--- config.mk ---
export PLATFORM = sky130hd
export DESIGN_NAME = dual_lvl_intc
export DESIGN_NICKNAME = d
export VERILOG_FILES = /design/src/rtl/intc_pkg.sv /design/src/rtl/intc_mask_reg.sv /design/src/rtl/intc_raw_capture.sv /design/src/rtl/intc_out_stage.sv /design/src/rtl/dual_lvl_intc.sv
export SDC_FILE = /design/constraint.sdc
export NUM_CORES = 1
export LEC_CHECK = 0
export CAP_MARGIN = 20
export CORE_MARGIN = 3
export CORE_UTILIZATION = 55
export CTS_BUF_LIST = sky130_fd_sc_hd__clkbuf_2
export DETAILED_ROUTE_END_ITERATION = 7
export PLACE_DENSITY = 0.94
export SLEW_MARGIN = 10
export SYNTH_ARGS = -nofsm -noshare
export SYNTH_HDL_FRONTEND = slang
export SYNTH_SLANG_ARGS = --single-unit
--- constraint.sdc ---
create_clock -name clk -period 3.4 [get_ports clk]
set_input_delay 0.51 -clock clk [delete_from_list [all_inputs] [get_ports clk]]
set_output_delay 0.51 -clock clk [all_outputs]
set_load 0.01 [all_outputs]
--- src/rtl/intc_pkg.sv ---
package intc_pkg;
  // Word offsets; the two targets share a layout shifted by 8.
  localparam int unsigned OFF_STAT    = 0;
  localparam int unsigned OFF_RAW     = 1;
  localparam int unsigned OFF_EN_SET  = 2;
  localparam int unsigned OFF_EN_CLR  = 3;
  localparam int unsigned OFF_SW_SET  = 4;
  localparam int unsigned OFF_SW_CLR  = 5;
  localparam int unsigned TGT_STRIDE  = 8;
  localparam int unsigned NUM_TGT     = 2;  // 0: normal, 1: fast

  function automatic int unsigned tgt_off(input int unsigned tgt, input int unsigned off);
    return tgt * TGT_STRIDE + off;
  endfunction
endpackage

--- src/rtl/intc_mask_reg.sv ---
module intc_mask_reg #(
  parameter int unsigned W = 32
) (
  input  logic         clk,
  input  logic         rst_n,
  input  logic         set_en,
  input  logic         clr_en,
  input  logic [W-1:0] wdata,
  output logic [W-1:0] mask_d,
  output logic [W-1:0] mask_q
);
  always_comb begin
    mask_d = mask_q;
    if (set_en) mask_d = mask_q | wdata;
    else if (clr_en) mask_d = mask_q & ~wdata;
  end

  always_ff @(posedge clk or negedge rst_n) begin
    if (!rst_n) mask_q <= '0;
    else if (set_en || clr_en) mask_q <= mask_d;
  end
endmodule

--- src/rtl/intc_raw_capture.sv ---
module intc_raw_capture #(
  parameter int unsigned W = 32
) (
  input  logic         clk,
  input  logic         rst_n,
  input  logic [W-1:0] src,
  input  logic         sw_set,
  input  logic         sw_clr,
  output logic [W-1:0] raw_d,
  output logic [W-1:0] raw_q
);
  logic sw_q;
  logic sw_d;

  always_comb begin
    sw_d = sw_q;
    if (sw_set) sw_d = 1'b1;
    else if (sw_clr) sw_d = 1'b0;
    raw_d = src | {{(W-1){1'b0}}, sw_d};
  end

  always_ff @(posedge clk or negedge rst_n) begin
    if (!rst_n) begin
      sw_q  <= 1'b0;
      raw_q <= '0;
    end else begin
      if (sw_set || sw_clr) sw_q <= sw_d;
      raw_q <= raw_d;
    end
  end
endmodule

--- src/rtl/intc_out_stage.sv ---
module intc_out_stage #(
  parameter int unsigned W = 32
) (
  input  logic         clk,
  input  logic         rst_n,
  input  logic [W-1:0] raw_d,
  input  logic [W-1:0] mask_d,
  output logic         line_q
);
  logic line_d;

  always_comb line_d = |(raw_d & mask_d);

  always_ff @(posedge clk or negedge rst_n) begin
    if (!rst_n) line_q <= 1'b0;
    else line_q <= line_d;
  end
endmodule

--- src/rtl/dual_lvl_intc.sv ---
module dual_lvl_intc
  import intc_pkg::*;
#(
  parameter int unsigned NUM_SRC = 32,
  parameter int unsigned ADDR_W  = 4
) (
  input  logic               clk,
  input  logic               rst_n,
  input  logic [NUM_SRC-1:0] irq_src,
  input  logic               reg_wr,
  input  logic [ADDR_W-1:0]  reg_addr,
  input  logic [NUM_SRC-1:0] reg_wdata,
  output logic [NUM_SRC-1:0] reg_rdata,
  output logic               irq_o,
  output logic               fiq_o
);
  localparam int unsigned W = NUM_SRC;

  logic [W-1:0] raw_d, raw_q;
  logic [W-1:0] en_d [NUM_TGT];
  logic [W-1:0] en_q [NUM_TGT];
  logic [NUM_TGT-1:0] line_q;
  logic sw_set, sw_clr;

  always_comb begin
    sw_set = reg_wr && (reg_addr == ADDR_W'(OFF_SW_SET)) && reg_wdata[0];
    sw_clr = reg_wr && (reg_addr == ADDR_W'(OFF_SW_CLR)) && reg_wdata[0];
  end

  intc_raw_capture #(.W(W)) u_raw (
    .clk(clk), .rst_n(rst_n), .src(irq_src),
    .sw_set(sw_set), .sw_clr(sw_clr),
    .raw_d(raw_d), .raw_q(raw_q)
  );

  for (genvar t = 0; t < NUM_TGT; t++) begin : g_tgt
    logic set_en, clr_en;
    always_comb begin
      set_en = reg_wr && (reg_addr == ADDR_W'(tgt_off(t, OFF_EN_SET)));
      clr_en = reg_wr && (reg_addr == ADDR_W'(tgt_off(t, OFF_EN_CLR)));
    end

    intc_mask_reg #(.W(W)) u_mask (
      .clk(clk), .rst_n(rst_n), .set_en(set_en), .clr_en(clr_en),
      .wdata(reg_wdata), .mask_d(en_d[t]), .mask_q(en_q[t])
    );

    intc_out_stage #(.W(W)) u_out (
      .clk(clk), .rst_n(rst_n), .raw_d(raw_d), .mask_d(en_d[t]),
      .line_q(line_q[t])
    );
  end

  always_comb begin
    reg_rdata = '0;
    for (int t = 0; t < NUM_TGT; t++) begin
      if (reg_addr == ADDR_W'(tgt_off(t, OFF_STAT)))   reg_rdata = raw_q & en_q[t];
      if (reg_addr == ADDR_W'(tgt_off(t, OFF_RAW)))    reg_rdata = raw_q;
      if (reg_addr == ADDR_W'(tgt_off(t, OFF_EN_SET))) reg_rdata = en_q[t];
    end
    if (reg_addr == ADDR_W'(OFF_SW_SET)) reg_rdata = {{(W-1){1'b0}}, raw_q[0]};
  end

  assign irq_o = line_q[0];
  assign fiq_o = line_q[1];
endmodule

# Yosys cells after proc, flatten, opt, wreduce, memory -nomap -nowiden
# Index checks and enable logic that the tools add are counted.
# word_totals
register_bits	99
out_inout_bits	34
elab_cells	52
# classes
eq_ne	9
muxes	13
n_bitwise	10
reduce_logical	14
# op_table
cell	n
$mux 32	11
$and 32x32->32	6
$or 32x32->32	2
$reduce_or 32->1	2
$not 32->32	1
$or 32x1->32	1
$eq 4x4->1 const B	4
$eq 4x2->1 const B	2
$eq 4x3->1 const B	2
$logic_and 1x1->1	8
$eq 4x1->1 const B	1
$logic_not 4->1	1
$logic_or 1x1->1	3
$mux 1	2

# Logic depth before layout (Yosys ltp)
# depth
word_depth	8
depth_mapped	8

# By module
# From an unflattened synthesis, not the netlist that was laid out.
# hier_totals
cells_unflattened	523
hier_area_um2	5622.9
# modules_own_cells
module	instances	cells_each	area_each_um2	seq_area_each_um2
intc_mask_reg	2	138	1617.8	800.8
intc_raw_capture	1	67	1079.8	825.8
dual_lvl_intc	1	136	942.2	0.0
intc_out_stage	2	22	182.7	25.0

# Worst setup path before layout
# Ideal clock, no wire load.
# synth_timing
kind	input-to-output
start	input port reg_addr[1]
end	output port reg_rdata[10]
t_arrival_ns	1.907
path_slack_ns	0.983
stages	6
path_cell_list	buf_4 > clkbuf_1 > nor4_1 > clkbuf_1 > a21oi_1 > o22ai_1
# synth_between
elab_chain_cells	8
word_cells_on_any_way	14
cone_classes	eq/ne: 6; mux: 7; reduce/logical: 1
# synth_lines
element	line_no	text
start, declared	dual_lvl_intc.sv:11	input logic [ADDR_W-1:0] reg_addr,
$logic_not 4->1	dual_lvl_intc.sv:57	if (reg_addr == ADDR_W'(tgt_off(t, OFF_STAT))) reg_rdata = raw_q & en_q[t];
$mux 32	dual_lvl_intc.sv:57	
$mux 32	dual_lvl_intc.sv:58	if (reg_addr == ADDR_W'(tgt_off(t, OFF_RAW))) reg_rdata = raw_q;
$mux 32	dual_lvl_intc.sv:59	if (reg_addr == ADDR_W'(tgt_off(t, OFF_EN_SET))) reg_rdata = en_q[t];
$mux 32	dual_lvl_intc.sv:57	
$mux 32	dual_lvl_intc.sv:58	
$mux 32	dual_lvl_intc.sv:59	
$mux 32 (*)	dual_lvl_intc.sv:61	if (reg_addr == ADDR_W'(OFF_SW_SET)) reg_rdata = {{(W-1){1'b0}}, raw_q[0]};
end, declared	dual_lvl_intc.sv:13	output logic [NUM_SRC-1:0] reg_rdata,
# Every way passes the cells marked *; elsewhere a longest branch is shown, timed or not.

# Worst setup path after layout
# layout_timing
start	input port reg_addr[1]
end	output port reg_rdata[23]
# Same word-level chain as after synthesis.

==> summary.txt <==
Critical path
  • CP Launch Type: primary input
  • Worst-path fanout max: 23
  • CP arrival: 2.67 ns
  • Crit path capture type: output port
  • Setup CP Type: in -> out
  • CP required: 2.89 ns
  • Cell Chain, Critical Path: clkdlybuf4s50_1 > and2_0 > nor2_1 > buf_12 > o21ai_0 > o22ai_1 > clkdlybuf4s50_1
  • Most frequent CP cell: clkdlybuf4s50_1
  • CP max stage delay: 0.59 ns
  • Slowest cell on the critical path: clkdlybuf4s50_1

Routing
  • Iter 0 DRT Violations: 926
  • Antenna-violating nets left: 0
  • Total wire length: 17700 um
  • # DRC: 1
  • WL/cell: 22.6 um
  • Drt first pass iters: 8
  • Vias after detailed routing: 5568
  • Drt via density: 7.09

Floorplan
  • Starting Density: 0.579
  • FP Rows: 34
  • Die height: 103 um
  • Core Box Area: 0.00889 sq mm
  • # IOs: 105
  • Die area: 0.0106 sq mm
  • Die X: 103 um

Synth
  • Syn nets: 637
  • Post-Synthesis Cell Area: 0.00515 sq mm
  • EDFF count, synth: 0
  • Ranking of synthesized cells by area: dfrtp_1 48%, a21oi_1 8.4%, nand2_1 5.9%
  • Count of cell types in the netlist: 49
  • Synth area leader: dfrtp_1
  • Async SR Flop Fraction: 1.00
  • Most frequent cell after synthesis: dfrtp_1
  • Synth top area share: 0.481
  • Synth Area per Inst: 9.10 sq um
  • Main flop type after synthesis: dfrtp_1
  • Synth Register Bits: 99
  • Most frequent cells after synthesis: 99 x dfrtp_1, 86 x a21oi_1, 81 x nand2_1, 43 x o21ai_0, 37 x inv_1
  • Yosys warns: 0
  • Sequential element share of the synthesized area: 0.481
  • Cells after Synth: 566

Power
  • Power density cells: 461 mW/mm^2
  • Worst VDD drop: 256 uV
  • Leak: 2.80 nW
  • Tot Pwr: 3.02 mW

Timing
  • Hold slack: 0.382 ns
  • RSZ-0062 raised after global routing: false
  • Tcrit/Tclk final: 0.936
  • Setup Skew: 0.0277 ns
  • Setup TNS: 0 ns
  • Hold Vio Cnt, Final: 0
  • Final setup viols: 0
  • Post-layout min period: 3.18 ns
  • Fin worst setup slack: 0.216 ns
  • Fmax: 0.314 GHz
  • Slew HR: 0.576
  • Worst slew pin tran: 0.630 ns
  • Count of final max-slew check failures: 0

Placed design
  • Placed cell areas: 0.00640 sq mm
  • Routability Congestion: 0.980
  • Dpl ws: 0.277 ns
  • Cells after DPL: 768
  • Post-DP HPWL: 12800 um
  • Number of port buffers: 104

Clock network
  • CTS tree: done
  • Num CTS Buffers: 9
  • Clock sink total: 99
  • Largest buffer count on any clock path: 2
  • Clock transition at path regs: 0.28 ns
  • Clock Latency Late Sink: 0.58 ns
  • CTS H-tree lvls: 3
  • Root Driver: clkbuf_2

Hold path
  • HP Class: in -> async

Status
  • Outcome: finished with violations
  • Violated checks: design-rule violations

Global route
  • Initial antenna violation count: 0
  • First-pass GRT wire length: 27500 um
  • Vias in the first global route: 5370
  • Largest net degree at the start of global routing: 40
  • Total GRT Usage: 0.340
  • Total gr overflow: 0

Final layout
  • Layout cell share with drive strength beyond 1: 0.0886
  • Diode count: 0
  • Layout area overhead: 27.3%
  • Fill count: 579
  • Nets: 743
  • Fin area: 0.00655 sq mm
  • Finished Layout Cells: 785
  • Final core utilization: 0.737

Run
  • # Max-Cap Violations: 0
==> worst paths after layout <==
check	startpoint	depth (start not counted)	slack, ns	to
worst min register to register	g_tgt[1].u_mask.mask_q[23]	2	0.56	g_tgt[1].u_mask.mask_q[23]
min in group clk	reg_addr[0]	2	0.41	g_tgt[1].u_mask.mask_q[23]
worst max-delay path	reg_addr[1]	7	0.22	reg_rdata[23]
worst min-delay path	rst_n	2	0.38	g_tgt[0].u_mask.mask_q[18]
max in group asynchronous	rst_n	3	2.18	u_raw.raw_q[0]
worst max register to register	g_tgt[1].u_mask.mask_q[5]	5	1.71	g_tgt[1].u_out.line_q
==> worst max-delay path, delay by kind of cell <==
| family | cells | cell delay [ns] |
|---|---|---|
| buf+inv | 3 | 1.31 |
| simple gates | 2 | 0.47 |
| compound gates | 2 | 0.37 |
==> per-layer routing <==
layer	routed length (um)	GRT usage	vias to the layer above
met1	6300	0.458	2590
met4	802	0.142	0
met5	0	0	-
li1	-	-	2301
met3	2620	0.100	103
met2	7990	0.519	574
==> logic make-up (layout without fill, tap and decap cells) <==
group / count (synthesis) / in the layout / synth area share
multiplexers: 18 / 18 / 0.0377
AO/OA/AOI/OAI: 250 / 250 / 0.307
flip-flops: 99 / 99 / 0.481
buffers and inverters: 75 / 186 / 0.0615
AND/OR/NAND/NOR: 124 / 124 / 0.113
==> area by class of cell <==
| class | instances | area [sq um] | share of cell area |
|---|---|---|---|
| Multi-Input combinational cell | 392 | 2370 | 0.361 |
| Timing Repair Buffer | 133 | 1290 | 0.197 |
| Clock buffer | 9 | 45.0 | 0.00687 |
| Tap cell | 108 | 135 | 0.0206 |
| Clock inverter | 7 | 100 | 0.0153 |
| Sequential cell | 99 | 2480 | 0.378 |
| Inverter | 37 | 139 | 0.0212 |
==> cell usage in the layout, fill, tap and decap left out, types with 2 or more instances in the layout <==
| cell | n |
|---|---|
| a211oi_1 | 4 |
| a21boi_0 | 2 |
| a21o_1 | 7 |
| a21oi_1 | 86 |
| a222oi_1 | 4 |
| a22o_1 | 32 |
| a22oi_1 | 16 |
| a311oi_1 | 2 |
| a31oi_1 | 6 |
| a32oi_1 | 2 |
| and3_1 | 2 |
| and4_1 | 4 |
| buf_12 | 3 |
| buf_4 | 26 |
| bufinv_16 | 2 |
| clkbuf_2 | 9 |
| clkdlybuf4s50_1 | 102 |
| dfrtp_1 | 99 |
| inv_1 | 37 |
| mux2_2 | 7 |
| mux2i_1 | 10 |
| nand2_1 | 81 |
| nand3_1 | 10 |
| nand3b_1 | 2 |
| nand4_1 | 3 |
| nor2_1 | 5 |
| nor4_1 | 3 |
| o21a_1 | 2 |
| o21ai_0 | 43 |
| o22ai_1 | 31 |
| o31ai_1 | 8 |
==> sequential cells by signal, summed over array words and instances, names as in the netlist <==
name                 flops
g_tgt.u_mask.mask_q     64
u_raw.sw_q               1
u_raw.raw_q             32
g_tgt.u_out.line_q       2
==> what timing repair did <==
action	in CTS	in global routing
hold endpoints to repair	37	0
setup buffers	0	0
resized for setup	0	0
hold buffers	1	0
setup endpoints to repair	0	0
==> power by group <==
part,leakage (nW),internal (mW),switching [mW]
Sequential,1.18,1.37,0.134
Combinational,1.54,0.399,0.450
Clock,0.0821,0.250,0.413
Total,2.80,2.02,0.997
(Power assumes the default switching activity.)
